### src/rtl/pin_irq_pkg.sv
package pin_irq_pkg;
  typedef enum logic [1:0] {
    TRIG_LOW  = 2'd0,
    TRIG_HIGH = 2'd1,
    TRIG_RISE = 2'd2,
    TRIG_FALL = 2'd3
  } trig_e;

  localparam int OFS_TRIG_LO = 'h0C;
  localparam int OFS_TRIG_HI = 'h10;
  localparam int OFS_ENABLE  = 'h14;
  localparam int OFS_PEND    = 'h18;
  localparam int OFS_BOTH    = 'h1C;
endpackage

### src/rtl/pin_irq_regs.sv
module pin_irq_regs
  import pin_irq_pkg::*;
#(
  parameter int DATA_W = 32,
  parameter int ADDR_W = 8
) (
  input  logic                clk_i,
  input  logic                rst_ni,
  input  logic [ADDR_W-1:0]   addr_i,
  input  logic                wr_en_i,
  input  logic [DATA_W-1:0]   wr_data_i,
  input  logic                rd_en_i,
  input  logic [DATA_W-1:0]   pend_i,
  output logic [2*DATA_W-1:0] trig_o,
  output logic [DATA_W-1:0]   enable_o,
  output logic [DATA_W-1:0]   both_o,
  output logic [DATA_W-1:0]   clr_o,
  output logic [DATA_W-1:0]   rd_data_o
);
  localparam logic [ADDR_W-1:0] A_LO   = ADDR_W'(OFS_TRIG_LO);
  localparam logic [ADDR_W-1:0] A_HI   = ADDR_W'(OFS_TRIG_HI);
  localparam logic [ADDR_W-1:0] A_EN   = ADDR_W'(OFS_ENABLE);
  localparam logic [ADDR_W-1:0] A_PEND = ADDR_W'(OFS_PEND);
  localparam logic [ADDR_W-1:0] A_BOTH = ADDR_W'(OFS_BOTH);

  logic [DATA_W-1:0] trig_lo_q, trig_hi_q, enable_q, both_q, rd_q;

  always_ff @(posedge clk_i) begin
    if (!rst_ni) begin
      trig_lo_q <= '0;
      trig_hi_q <= '0;
      enable_q  <= '0;
      both_q    <= '0;
    end else if (wr_en_i) begin
      if (addr_i == A_LO)   trig_lo_q <= wr_data_i;
      if (addr_i == A_HI)   trig_hi_q <= wr_data_i;
      if (addr_i == A_EN)   enable_q  <= wr_data_i;
      if (addr_i == A_BOTH) both_q    <= wr_data_i;
    end
  end

  always_ff @(posedge clk_i) begin
    if (!rst_ni) begin
      rd_q <= '0;
    end else if (rd_en_i) begin
      if      (addr_i == A_LO)   rd_q <= trig_lo_q;
      else if (addr_i == A_HI)   rd_q <= trig_hi_q;
      else if (addr_i == A_EN)   rd_q <= enable_q;
      else if (addr_i == A_PEND) rd_q <= pend_i;
      else if (addr_i == A_BOTH) rd_q <= both_q;
      else                       rd_q <= '0;
    end
  end

  assign clr_o     = (wr_en_i && addr_i == A_PEND) ? wr_data_i : '0;
  assign trig_o    = {trig_hi_q, trig_lo_q};
  assign enable_o  = enable_q;
  assign both_o    = both_q;
  assign rd_data_o = rd_q;

  // an enable write is visible on the next cycle
  p_enable_write_r8: assert property (@(posedge clk_i) disable iff (!rst_ni)
    (wr_en_i && addr_i == A_EN) |=> (enable_o == $past(wr_data_i)));
endmodule

### src/rtl/pin_irq_detect.sv
module pin_irq_detect
  import pin_irq_pkg::*;
#(
  parameter int N_PINS = 32
) (
  input  logic                clk_i,
  input  logic                rst_ni,
  input  logic [N_PINS-1:0]   pins_i,
  input  logic [2*N_PINS-1:0] trig_i,
  input  logic [N_PINS-1:0]   both_i,
  output logic [N_PINS-1:0]   evt_o
);
  logic [N_PINS-1:0] prev_q;

  always_ff @(posedge clk_i) begin
    if (!rst_ni) prev_q <= '0;
    else         prev_q <= pins_i;
  end

  for (genvar g = 0; g < N_PINS; g++) begin : g_pin
    trig_e mode;
    logic  hit;
    assign mode = trig_e'(trig_i[2*g +: 2]);
    always_comb begin
      unique case (mode)
        TRIG_LOW:  hit = ~pins_i[g];
        TRIG_HIGH: hit = pins_i[g];
        TRIG_RISE: hit = pins_i[g] & ~prev_q[g];
        TRIG_FALL: hit = ~pins_i[g] & prev_q[g];
        default:   hit = 1'b0;
      endcase
    end
    assign evt_o[g] = both_i[g] ? (pins_i[g] ^ prev_q[g]) : hit;
  end

  // a both-edges pin fires on any change and never while steady
  p_both_change_r5: assert property (@(posedge clk_i) disable iff (!rst_ni)
    ((both_i & (pins_i ^ prev_q) & ~evt_o) == '0));
  p_both_steady_r5: assert property (@(posedge clk_i) disable iff (!rst_ni)
    ((both_i & ~(pins_i ^ prev_q) & evt_o) == '0));
endmodule

### src/rtl/pin_irq_status.sv
module pin_irq_status #(
  parameter int N_PINS = 32
) (
  input  logic              clk_i,
  input  logic              rst_ni,
  input  logic [N_PINS-1:0] evt_i,
  input  logic [N_PINS-1:0] clr_i,
  input  logic [N_PINS-1:0] enable_i,
  output logic [N_PINS-1:0] pend_o,
  output logic              irq_o
);
  logic [N_PINS-1:0] pend_q;
  logic              irq_q;

  always_ff @(posedge clk_i) begin
    if (!rst_ni) begin
      pend_q <= '0;
      irq_q  <= 1'b0;
    end else begin
      pend_q <= (pend_q & ~clr_i) | evt_i;
      irq_q  <= |(pend_q & enable_i);
    end
  end

  assign pend_o = pend_q;
  assign irq_o  = irq_q;

  // a pending bit not being cleared stays set
  p_sticky_r4: assert property (@(posedge clk_i) disable iff (!rst_ni)
    ((pend_q & ~clr_i) != '0) |=> ((pend_q & $past(pend_q & ~clr_i)) == $past(pend_q & ~clr_i)));
  // a clear with no competing event leaves the bit at zero
  p_clear_r6: assert property (@(posedge clk_i) disable iff (!rst_ni)
    ((clr_i & ~evt_i) != '0) |=> ((pend_q & $past(clr_i & ~evt_i)) == '0));
  // an event sets its bit even against a clear
  p_event_wins_r7: assert property (@(posedge clk_i) disable iff (!rst_ni)
    (evt_i != '0) |=> ((pend_q & $past(evt_i)) == $past(evt_i)));
  // no enabled pin, no interrupt
  p_masked_quiet_r8: assert property (@(posedge clk_i) disable iff (!rst_ni)
    (enable_i == '0) |=> !irq_o);
endmodule

### src/rtl/pin_event_irq.sv
module pin_event_irq #(
  parameter int DATA_W = 32,
  parameter int ADDR_W = 8
) (
  input  logic              clk_i,
  input  logic              rst_ni,
  input  logic [DATA_W-1:0] pins_i,
  input  logic [ADDR_W-1:0] addr_i,
  input  logic              wr_en_i,
  input  logic [DATA_W-1:0] wr_data_i,
  input  logic              rd_en_i,
  output logic [DATA_W-1:0] rd_data_o,
  output logic              irq_o,
  output logic [DATA_W-1:0] pending_o
);
  localparam int N_PINS = DATA_W;

  logic [2*N_PINS-1:0] trig;
  logic [N_PINS-1:0]   enable, both, clr, evt, pend;

  pin_irq_regs #(.DATA_W(DATA_W), .ADDR_W(ADDR_W)) u_regs (
    .clk_i, .rst_ni, .addr_i, .wr_en_i, .wr_data_i, .rd_en_i,
    .pend_i(pend), .trig_o(trig), .enable_o(enable), .both_o(both),
    .clr_o(clr), .rd_data_o
  );

  pin_irq_detect #(.N_PINS(N_PINS)) u_detect (
    .clk_i, .rst_ni, .pins_i, .trig_i(trig), .both_i(both), .evt_o(evt)
  );

  pin_irq_status #(.N_PINS(N_PINS)) u_status (
    .clk_i, .rst_ni, .evt_i(evt), .clr_i(clr), .enable_i(enable),
    .pend_o(pend), .irq_o
  );

  assign pending_o = pend;

  // pending output mirrors the pending register
  p_pending_out_r11: assert property (@(posedge clk_i) disable iff (!rst_ni)
    (pending_o == u_status.pend_o));
endmodule

### config.mk
export PLATFORM = sky130hd
export DESIGN_NAME = pin_event_irq
export DESIGN_NICKNAME = d
export VERILOG_FILES = /design/src/rtl/pin_irq_pkg.sv /design/src/rtl/pin_irq_regs.sv /design/src/rtl/pin_irq_detect.sv /design/src/rtl/pin_irq_status.sv /design/src/rtl/pin_event_irq.sv
export SDC_FILE = /design/constraint.sdc
export NUM_CORES = 1
export LEC_CHECK = 0
export ABC_CLOCK_PERIOD_IN_PS = 3600
export BUFFER_PORTS_ARGS = -buffer_cell sky130_fd_sc_hd__buf_2
export CORE_MARGIN = 1
export CORE_UTILIZATION = 63
export DETAILED_ROUTE_END_ITERATION = 16
export PLACE_DENSITY_LB_ADDON = 0.12
export SLEW_MARGIN = 25
export SYNTH_ARGS = -nofsm -noshare
export SYNTH_HDL_FRONTEND = slang
export SYNTH_SLANG_ARGS = --single-unit
### constraint.sdc
create_clock -name clk_i -period 3.6 [get_ports clk_i]
set_input_delay 0.72 -clock clk_i [delete_from_list [all_inputs] [get_ports clk_i]]
set_output_delay 0.72 -clock clk_i [all_outputs]
set_load 0.02 [all_outputs]
# Yosys cells after proc, flatten, opt, wreduce, memory -nomap -nowiden
# Cells that the tools add are included.
totals:
  in_bits: 76
  register_bits: 225
  word_cells: 381
op_classes:
  n_eq_ne: 101
  bitwise_logic: 164
  n_reduce_logical: 38
  muxes: 70
ops:
  columns: ["op", "count"]
  rows:
  - ["32-bit two-way mux", 6]
  - ["2-bit == test, second input constant", 64]
  - ["1-bit one-hot mux with 4 select lines", 32]
  - ["1-bit AND", 64]
  - ["32-bit AND", 2]
  - ["2-bit by 1-bit == test with 1-bit output, second input constant", 32]
  - ["2-bit logical NOT", 32]
  - ["1-bit inverter", 64]
  - ["8-bit by 5-bit == test with 1-bit output, second input constant", 4]
  - ["1-bit two-way mux", 32]
  - ["32-bit inverter", 1]
  - ["32-bit bitwise OR", 1]
  - ["32-bit OR reduction", 1]
  - ["1-bit bitwise XOR", 32]
  - ["8-bit by 4-bit == test with 1-bit output, second input constant", 1]
  - ["2-bit AND reduction", 4]
  - ["1-bit logical AND", 1]

# Logic depth before layout (Yosys ltp)
# Gate-level depths: netlist (run 1).
depth:
  ltp_word: 6
  depth_mapped: 8

# Cells and area by module
# From an unflattened synthesis (run 1), not the netlist that was laid out.
unflattened:
  hier_cells: 1475
  hier_area_um2: 13257.7
by_module_without_submodules:
  columns: ["mod", "area_each_um2", "seq_area_each_um2", "n_inst", "cells_per_inst"]
  rows:
  - ["pin_irq_regs", 8531.9, 3203.1, 1, 962]
  - ["pin_irq_detect", 3432.0, 640.6, 1, 391]
  - ["pin_irq_status", 1293.7, 660.6, 1, 122]

# Worst setup path after synthesis (run 1)
# OpenSTA, ideal clock, no wires.
synth_timing:
  kind: "input port to flip-flop"
  startpoint: "input port addr_i[3]"
  endpoint: "register u_regs.rd_q[10], in the netlist u_regs.rd_data_o[10]"
  arrival_ps: 1883
  t_required_ps: 3483
  slack_ps: 1601
  cell_stages: 7
  path_buffers: 3
  path_cell_list: "buf_6 > or3_4 > buf_6 > buf_8 > o221ai_2 > o211ai_1 > a22o_1"
synth_via:
  elab_chain_cells: 6
  word_cells_on_any_way: 10
  classes_between: "5 x eq/ne; 5 x mux"
synth_rtl:
  columns: ["item", "line", "rtl"]
  rows:
  - ["start: declaration", "pin_event_irq.sv:8", "input logic [ADDR_W-1:0] addr_i,"]
  - ["8-bit by 5-bit == test with 1-bit output", "pin_irq_regs.sv:50", "else if (addr_i == A_BOTH) rd_q <= both_q;"]
  - ["32-bit two-way mux", "pin_irq_regs.sv:50", null]
  - ["32-bit two-way mux", "pin_irq_regs.sv:49", "else if (addr_i == A_PEND) rd_q <= pend_i;"]
  - ["32-bit two-way mux", "pin_irq_regs.sv:48", "else if (addr_i == A_EN) rd_q <= enable_q;"]
  - ["32-bit two-way mux", "pin_irq_regs.sv:47", "else if (addr_i == A_HI) rd_q <= trig_hi_q;"]
  - ["32-bit two-way mux *", "pin_irq_regs.sv:46", "if (addr_i == A_LO) rd_q <= trig_lo_q;"]
  - ["end signal: assignment", "pin_irq_regs.sv:46", null]
  - ["end signal: assignment", "pin_irq_regs.sv:47", null]
  - ["end signal: assignment", "pin_irq_regs.sv:48", null]
  - ["end: declaration", "pin_irq_regs.sv:26", "logic [DATA_W-1:0] trig_lo_q, trig_hi_q, enable_q, both_q, rd_q;"]
# Every way passes the cells marked *; elsewhere a longest branch is shown, timed or not.
# A chain may end at the register's enable or synchronous reset.

# Worst setup path in the final report (run 1)
layout_timing:
  startpoint: "input port addr_i[7]"
  endpoint: "register u_regs.trig_lo_q[22]"
layout_via:
  elab_chain_cells: 2
layout_rtl:
  columns: ["item", "line", "rtl"]
  rows:
  - ["8-bit by 4-bit == test with 1-bit output", "pin_irq_regs.sv:35", "if (addr_i == A_LO) trig_lo_q <= wr_data_i;"]
  - ["2-bit AND reduction (no line)", null, null]
  - ["end signal: assignment", "pin_irq_regs.sv:35", null]
  - ["end: declaration", "pin_irq_regs.sv:26", null]
# Every way passes these cells.

==> results of run 1 <==
==> synth_stat cells (2+ instances only) <==
cell type / instances / share of area, %
a21o_1: 17 / 1.1
o221ai_2: 13 / 1.7
a211o_1: 19 / 1.4
dfxtp_1: 225 / 39
buf_4: 9 / 0.58
a22o_1: 32 / 2.4
buf_6: 6 / 0.58
xor2_1: 2 / 0.15
clkbuf_1: 66 / 2.1
a21boi_0: 27 / 1.8
nand2_1: 256 / 8.3
mux2_2: 2 / 0.19
and4_1: 3 / 0.23
buf_1: 5 / 0.16
o22ai_1: 13 / 0.70
a21oi_1: 64 / 2.8
and2_1: 33 / 1.8
buf_2: 12 / 0.52
nor2_1: 93 / 3.0
a22oi_1: 16 / 1.0
nor3_1: 30 / 1.3
o221ai_1: 19 / 1.4
inv_1: 90 / 2.9
and3_1: 14 / 0.76
o211ai_1: 13 / 0.84
o41a_1: 14 / 1.4
nand4_1: 7 / 0.38
nor2b_1: 36 / 1.9
o21ai_0: 77 / 3.3
ha_1: 64 / 6.9
nand3_1: 102 / 4.4
a31o_2: 19 / 1.4
a21boi_1: 37 / 2.4
==> cells by family (layout without fill, tap and decap cells) <==
| kind of cell | Yosys count | after routing | synth area share (%) |
|---|---|---|---|
| AOI/OAI and AO/OA | 380 | 380 | 23.76 |
| xor gates and xnor gates | 2 | 2 | 0.1517 |
| adders and majority gates | 64 | 64 | 6.932 |
| buffers and inverters | 190 | 291 | 7.083 |
| DFF | 225 | 225 | 38.99 |
| muxes | 2 | 2 | 0.1949 |
| and+or+nand+nor | 582 | 582 | 22.89 |
==> report_power, final <==
| group | internal (mW) | switching (mW) | total, mW |
|---|---|---|---|
| clock | 1.38 | 1.00 | 2.39 |
| combinational | 0.212 | 0.353 | 0.565 |
| sequential | 2.54 | 0.0672 | 2.61 |
==> worst paths after layout <==
path	endpoint	slack (ns)	depth (start not counted)
worst max-delay path	u_regs.trig_lo_q[22]	1.34	6
worst min-delay path	u_detect.prev_q[0]	0.45	2
worst max register to register	u_status.pend_o[16]	2.08	3
worst min register to register	u_regs.rd_data_o[16]	0.48	1
==> area by class of cell <==
cell class / count / area share [%]
well taps: 229 / 2.202
inverters: 91 / 2.625
clock buffers: 37 / 5.615
clock inverters: 3 / 0.1154
multi-input cells: 1030 / 47.95
flip-flops and latches: 225 / 34.62
repair buffers: 160 / 6.875
==> flip-flops by register name, summed over array words and instances (netlist names) <==
signal,count
u_status.pend_o,32
u_regs.trig_hi_q,32
u_regs.both_o,32
u_detect.prev_q,32
u_regs.rd_data_o,32
u_regs.trig_lo_q,32
u_status.irq_o,1
u_regs.enable_o,32
==> layer usage <==
metal,GRT usage [%],up-vias
li1,-,5162
met1,51.03,5151
met2,57.01,573
met3,5.960,97
met4,15.26,0
met5,0,-
==> through the flow <==
stage          hold slack [ns]  instance area (um2)  total power, mW
2_1_floorplan           0.4486                11550            2.990
5_1_grt                 0.4567                13010            5.720
4_1_cts                 0.4431                13010            5.552
3_3_place_gp            0.4575                12270            3.202
6_report                0.4468                13010            5.564
3_5_place_dp            0.4613                12270            3.216
==> metrics.txt, run 1 <==
Final Non-Filler Cells 1,775; Total Wirelength 34,630 um; commonest cells after routing, fill and taps aside nand2_1 (256), dfxtp_1 (225), buf_2 (139); multi-input logic area just over 6000 um2; CP max FO 17; most common cell after layout, fill and taps aside nand2_1; post-DP HPWL 23,090 um; Slowest Stage Delay on Critical Path 0.83 ns; TritonCTS Sinks 225; crit path kind primary input to register; Max Used Layer met4; # Max-Cap Violations 0; Rel. slew slack 44.13%; unrepaired setup endpoints after global routing no; met3 wire len 3332 um; hold crit path type primary input to register; crit path launch addr_i[7]; Root Driver clkbuf_16; DR iter-0 viols 1,163; Buf/Inv on CP 2; Tcrit/Tclk final a little over three fifths; Die Wd 137.4 um; final worst slack 1.344 ns; total gr overflow 0; post-cts resize count 0; Synth cell types 43; Clock transition at path regs approximately 0.06 ns; critical path's slowest cell and4_1; H-tree levels 1; CP startpoint kind primary input; PwrDens around 430 nW/um2; worst skew pair latency approximately 0.52 ns; Worst Skew slightly above 0.006 ns; IO Pins between 100 and 150; pre-CTS setup slack 0.9026 ns; core box area 17,960 um2; status finished clean; GP Congestion 0.8685; critical-path cell list buf_2 > nor3_2 > and4_1 > buf_4 > nand2_1 > a21boi_1; vias per inst between 6 and 7; sequential-to-total area share from yosys stat 38.99%; first-pass GRT wire length 53,330 um; TritonCTS clock tree built; total die area around 19,000 um2; Die H 137.4 um; DRC viols 0; Post-Syn Area approximately 12,000 um2; GRT Overall Usage a little under two fifths; critical path capture point type register; Core Util, Final between 70% and 80%; First-pass DRT Iterations 5; WL met1 ~14,000 um; Max Fclk 443.3 MHz; WP data required 4.05 ns; min Tclk post-route roughly 2.3 ns; Worst EP arrival 2.70 ns; std cell rows 49; Antenna Cells 0; Layout Nets 1,672; Sum Neg Setup Slack 0 ns; mean routed wirelength per cell about 20 um; Peak supply drop 0.4396 mV; number of synthesized flops with an enable pin 0; Slew Limit Fails 0; Leak Pwr 5.602 nW; mean post-synth cell area 7.995 um2; Routed met2 length 15,540 um; Post CTS Setup Buffer Count 0; Final Hold Viols 0; synthesized instance count ~1,400; initial antenna violation count 0; P&R area growth vs syn 12.64%; min-delay src pins_i[0]; syn_nets around 1,600; CTS Hold Bufs 0; asr flop ratio synth 0%; ys flop type dfxtp_1; Yosys warnings 0; Initial Util 64.31%; R2R Path Start u_regs.trig_hi_q[1]; endpoints failing setup 0; TritonCTS Buffers 24; #FFs+latches synth 225; Via Count between 10,000 and 15,000; pin count of the biggest net entering global routing ~170; Antenna Nets Post-Route 0; placed instance count 1,735; Max clock buf depth 3; Fillers 1,444; CP top delay family simple AND/OR/NAND/NOR gates; vias in the first global route a little under 10,000; register area 4504 um2; share of layout cells above drive strength 1 roughly 15%; IO buf count 140; worst-margin pin slew 0.8381 ns
Note: power is estimated with default switching activity, not from simulation.
==> inputs of run 2 (changes only) <==
--- a/config.mk
+++ b/config.mk
@@ -5,10 +5,11 @@
 export SDC_FILE = /design/constraint.sdc
 export NUM_CORES = 1
 export LEC_CHECK = 0
-export ABC_CLOCK_PERIOD_IN_PS = 3600
+export ABC_AREA = 1
+export ABC_CLOCK_PERIOD_IN_PS = 2300
 export BUFFER_PORTS_ARGS = -buffer_cell sky130_fd_sc_hd__buf_2
 export CORE_MARGIN = 1
-export CORE_UTILIZATION = 63
+export CORE_UTILIZATION = 58
 export DETAILED_ROUTE_END_ITERATION = 16
 export PLACE_DENSITY_LB_ADDON = 0.12
 export SLEW_MARGIN = 25
==> constraint.sdc (replaced) <==
create_clock -name clk_i -period 2.3 [get_ports clk_i]
set_input_delay 0.46 -clock clk_i [delete_from_list [all_inputs] [get_ports clk_i]]
set_output_delay 0.46 -clock clk_i [all_outputs]
set_load 0.02 [all_outputs]
==> metrics.txt, run 2 <==
main area contributors after synthesis dfxtp_1 (40%), a21oi_1 (10%), o21ai_0 (9.9%) (was dfxtp_1 (39%), nand2_1 (8.3%), ha_1 (6.9%)); min Tclk post-route ~1.6 ns; Synth cell types 30 (was 43); Clock transition at path regs 0.06 ns (about the same); Routed met2 length 14,620 um (was 15,540 um); proportion of synthesized area in mux cells 0% (was 0.1950%); std cell rows 50 (was 49); Via Count 10,860 (was 10,980); simple-gate portion of the synthesized area 14.36% (was 22.89%); worst skew pair latency 0.53 ns (was 0.52 ns); Die H 141.3 um (was 137.4 um); Leak Pwr 5.646 nW (was 5.602 nW); Worst EP arrival 1.17 ns (was 2.70 ns); #FFs+latches synth 225 (unchanged); Fin Hold WS 0.1700 ns (was 0.4468 ns); met3 wire len 2914 um (was 3332 um); total gr overflow 0 (unchanged); initial antenna violation count 2 (was 0); Tcrit/Tclk final 70.93%; vias in the first global route 9,856 (was 9,813); hold crit path type primary input to register (unchanged); CP startpoint kind register (was primary input); Buf/Inv on CP 1 (was 2); sequential-to-total area share from yosys stat 40.00% (was 38.99%); r2r endpoint u_status.pend_o[16] (unchanged); WL met1 14,170 um (was 14,470 um); Reg2Reg Setup Slack 0.87 ns (was 2.08 ns); Slowest Stage Delay on Critical Path 0.43 ns (was 0.83 ns); Layout Nets 1,827 (was 1,672); TritonCTS Buffers 25 (was 24); vias per inst 5.519 (was 6.188); Post-Syn Area 11,260 um2 (was 11,550 um2); R2R Path Start u_detect.prev_q[16] (was u_regs.trig_hi_q[1]); syn_nets 1,716 (was 1,585); CP endpoint pending_o[12] (was u_regs.trig_lo_q[22]); number of synthesized flops with an enable pin 0 (unchanged); count leader, synth inv_1 (was nand2_1); DRC viols 0 (unchanged); Max Fclk 613.0 MHz; worst-margin pin slew 0.5818 ns (was 0.8381 ns); IO Pins 141 (unchanged); post-DP HPWL 21,840 um (was 23,090 um); crit path launch u_status.pend_o[12] (was addr_i[7]); Final Non-Filler Cells 1,968 (was 1,775); cell count of the worst reg-to-reg path 6 (was 3); crit path kind register to output port (was primary input to register); WP data required 1.84 ns (was 4.05 ns); post-synthesis compound-gate area fraction 25.33% (was 23.76%); most common cell after layout, fill and taps aside inv_1 (was nand2_1); Rel. slew slack 61.22% (was 44.13%); pin count of the biggest net entering global routing 129 (was 168); First-pass DRT Iterations 5 (unchanged); asr flop ratio synth 0% (unchanged); Peak supply drop 0.4489 mV (was 0.4396 mV); share of layout cells above drive strength 1 13.72% (was 15.14%); Yosys top cell area share 40.00% (was 38.99%); Die Wd 141.3 um (was 137.4 um); Power, Total 8.663 mW (was 5.564 mW); main combinational cell family by area after synthesis compound AO/OA/AOI/OAI gates (unchanged); commonest cells in the netlist inv_1 (247), a21oi_1 (230), dfxtp_1 (225) (was nand2_1 (256), dfxtp_1 (225), nand3_1 (102)); Antenna Nets Post-Route 0 (unchanged); critical path's slowest cell dfxtp_1 (was and4_1); TritonCTS Sinks 225 (unchanged); H-tree levels 1 (unchanged); DR iter-0 viols 873 (was 1,163); unrepaired setup endpoints after global routing no (unchanged); CP max FO 4 (was 17); commonest cells after routing, fill and taps aside inv_1 (247), a21oi_1 (230), dfxtp_1 (225) (was nand2_1 (256), dfxtp_1 (225), buf_2 (139)); mean post-synth cell area 7.145 um2 (was 7.995 um2); IO buf count 140 (unchanged); Max Used Layer met4 (unchanged); PwrDens 663.7 nW/um2 (was 427.6 nW/um2); CP top delay family flip-flops (was simple AND/OR/NAND/NOR gates); total die area 19,980 um2 (was 18,880 um2); Worst Skew 0.01668 ns (was 0.006114 ns); placed instance count 1,920 (was 1,735); first-pass GRT wire length 51,470 um (was 53,330 um); endpoints failing setup 0 (unchanged); ys flop type dfxtp_1 (unchanged); WP depth 1 (was 6); Initial Util 59.60% (was 64.31%); P&R area growth vs syn 15.90% (was 12.64%); Total Wirelength 32,560 um (was 34,630 um); dominant cell type by area after synthesis dfxtp_1 (unchanged); # Max-Cap Violations 0 (unchanged); critical-path cell list buf_2 (was buf_2 > nor3_2 > and4_1 > buf_4 > nand2_1 > a21boi_1); Root Driver clkbuf_16 (unchanged); TritonCTS clock tree built (unchanged); mean routed wirelength per cell 16.54 um (was 19.51 um); Sum Neg Setup Slack 0 ns (unchanged); synthesized instance count 1,576 (was 1,445); Synth Area in Adders 7.111% (was 6.932%); post-cts resize count 0 (unchanged); Post CTS Setup Buffer Count 0 (unchanged); critical path capture point type output port (was register); status finished clean (unchanged); Final Hold Viols 0 (unchanged); Max clock buf depth 3 (unchanged); Slew Limit Fails 0 (unchanged); CTS Hold Bufs 0 (unchanged); GP Congestion 0.8851 (was 0.8685); xor and xnor area share after synthesis 1.244% (was 0.1516%); GRT Overall Usage 32.57% (was 36.92%); Yosys warnings 0 (unchanged); core box area 18,890 um2 (was 17,960 um2)
-- run 2: cell types whose count changed in the layout (fill, tap and decap cells not counted), moves of 32 or more --
cell	previous run	this run
nand2_1	256	213
nand3_1	102	37
a22o_1	32	0
o21ai_0	77	222
and2_1	33	0
a21boi_1	37	0
a21oi_1	64	230
nor2_1	93	133
nor2b_1	35	0
inv_1	90	247
-- run 2: stage by stage --
step / area [um2] / util [%] / worst slack [ns]
after detailed placement: 12240 / 64.78 / 0.3136
after floorplan: 11260 / - / 0.7772
after global routing: 13050 / 69.08 / 0.6394
after global placement: 12240 / 64.78 / 0.3427
final: 13050 / 69.08 / 0.6686
after CTS: 13050 / 69.05 / 0.6670
-- run 2: tightest hold or removal path, delay by kind of cell --
family        cells  cell delay [ns]
simple gates      1             0.05
buf+inv           2             0.16
-- run 2: worst min path at each step --
| stage | slack (ns) | end | from | depth (start not counted) |
|---|---|---|---|---|
| after global routing | 0.16 | u_detect.prev_q[6] | pins_i[6] | 3 |
| after detailed placement | 0.45 | u_regs.rd_data_o[1] | u_regs.rd_data_o[1] | 2 |
| after CTS | 0.16 | u_detect.prev_q[3] | pins_i[3] | 3 |
| after floorplan | 0.44 | u_regs.enable_o[10] | u_regs.enable_o[10] | 2 |
| after global placement | 0.45 | u_regs.rd_data_o[4] | u_regs.rd_data_o[4] | 2 |
| final | 0.17 | u_detect.prev_q[4] | pins_i[4] | 3 |
-- run 2: cell type report --
cell class,instances,area [um2]
antenna,2,5.005
clock buffer,41,775.7
clock inverter,5,31.28
fill,1721,5842
inverter,254,954.7
multi-input combinational,1016,5414
sequential,225,4504
tap,260,325.3
timing repair buffer,165,1041
-- run 2: cells by family (layout without fill, tap and decap cells) --
logic type | after synthesis | in the layout
other | 0 | 2
xor gates and xnor gates | 16 | 16
DFF | 225 | 225
AOI/OAI and AO/OA | 534 | 534
buffers and inverters | 335 | 465
and+or+nand+nor | 402 | 402
adders and majority gates | 64 | 64
-- run 2: power breakdown --
part | switching [mW] | internal, mW
Sequential | 0.0788 | 3.98
Combinational | 0.449 | 0.232
Clock | 1.63 | 2.30
-- run 2: per-layer routing --
| layer | up-vias | global-route usage (%) |
|---|---|---|
| met3 | 56 | 4.961 |
| met4 | 0 | 11.84 |
| met1 | 4952 | 44.58 |
| met2 | 496 | 52.03 |
| met5 | - | 0 |
| li1 | 5357 | - |
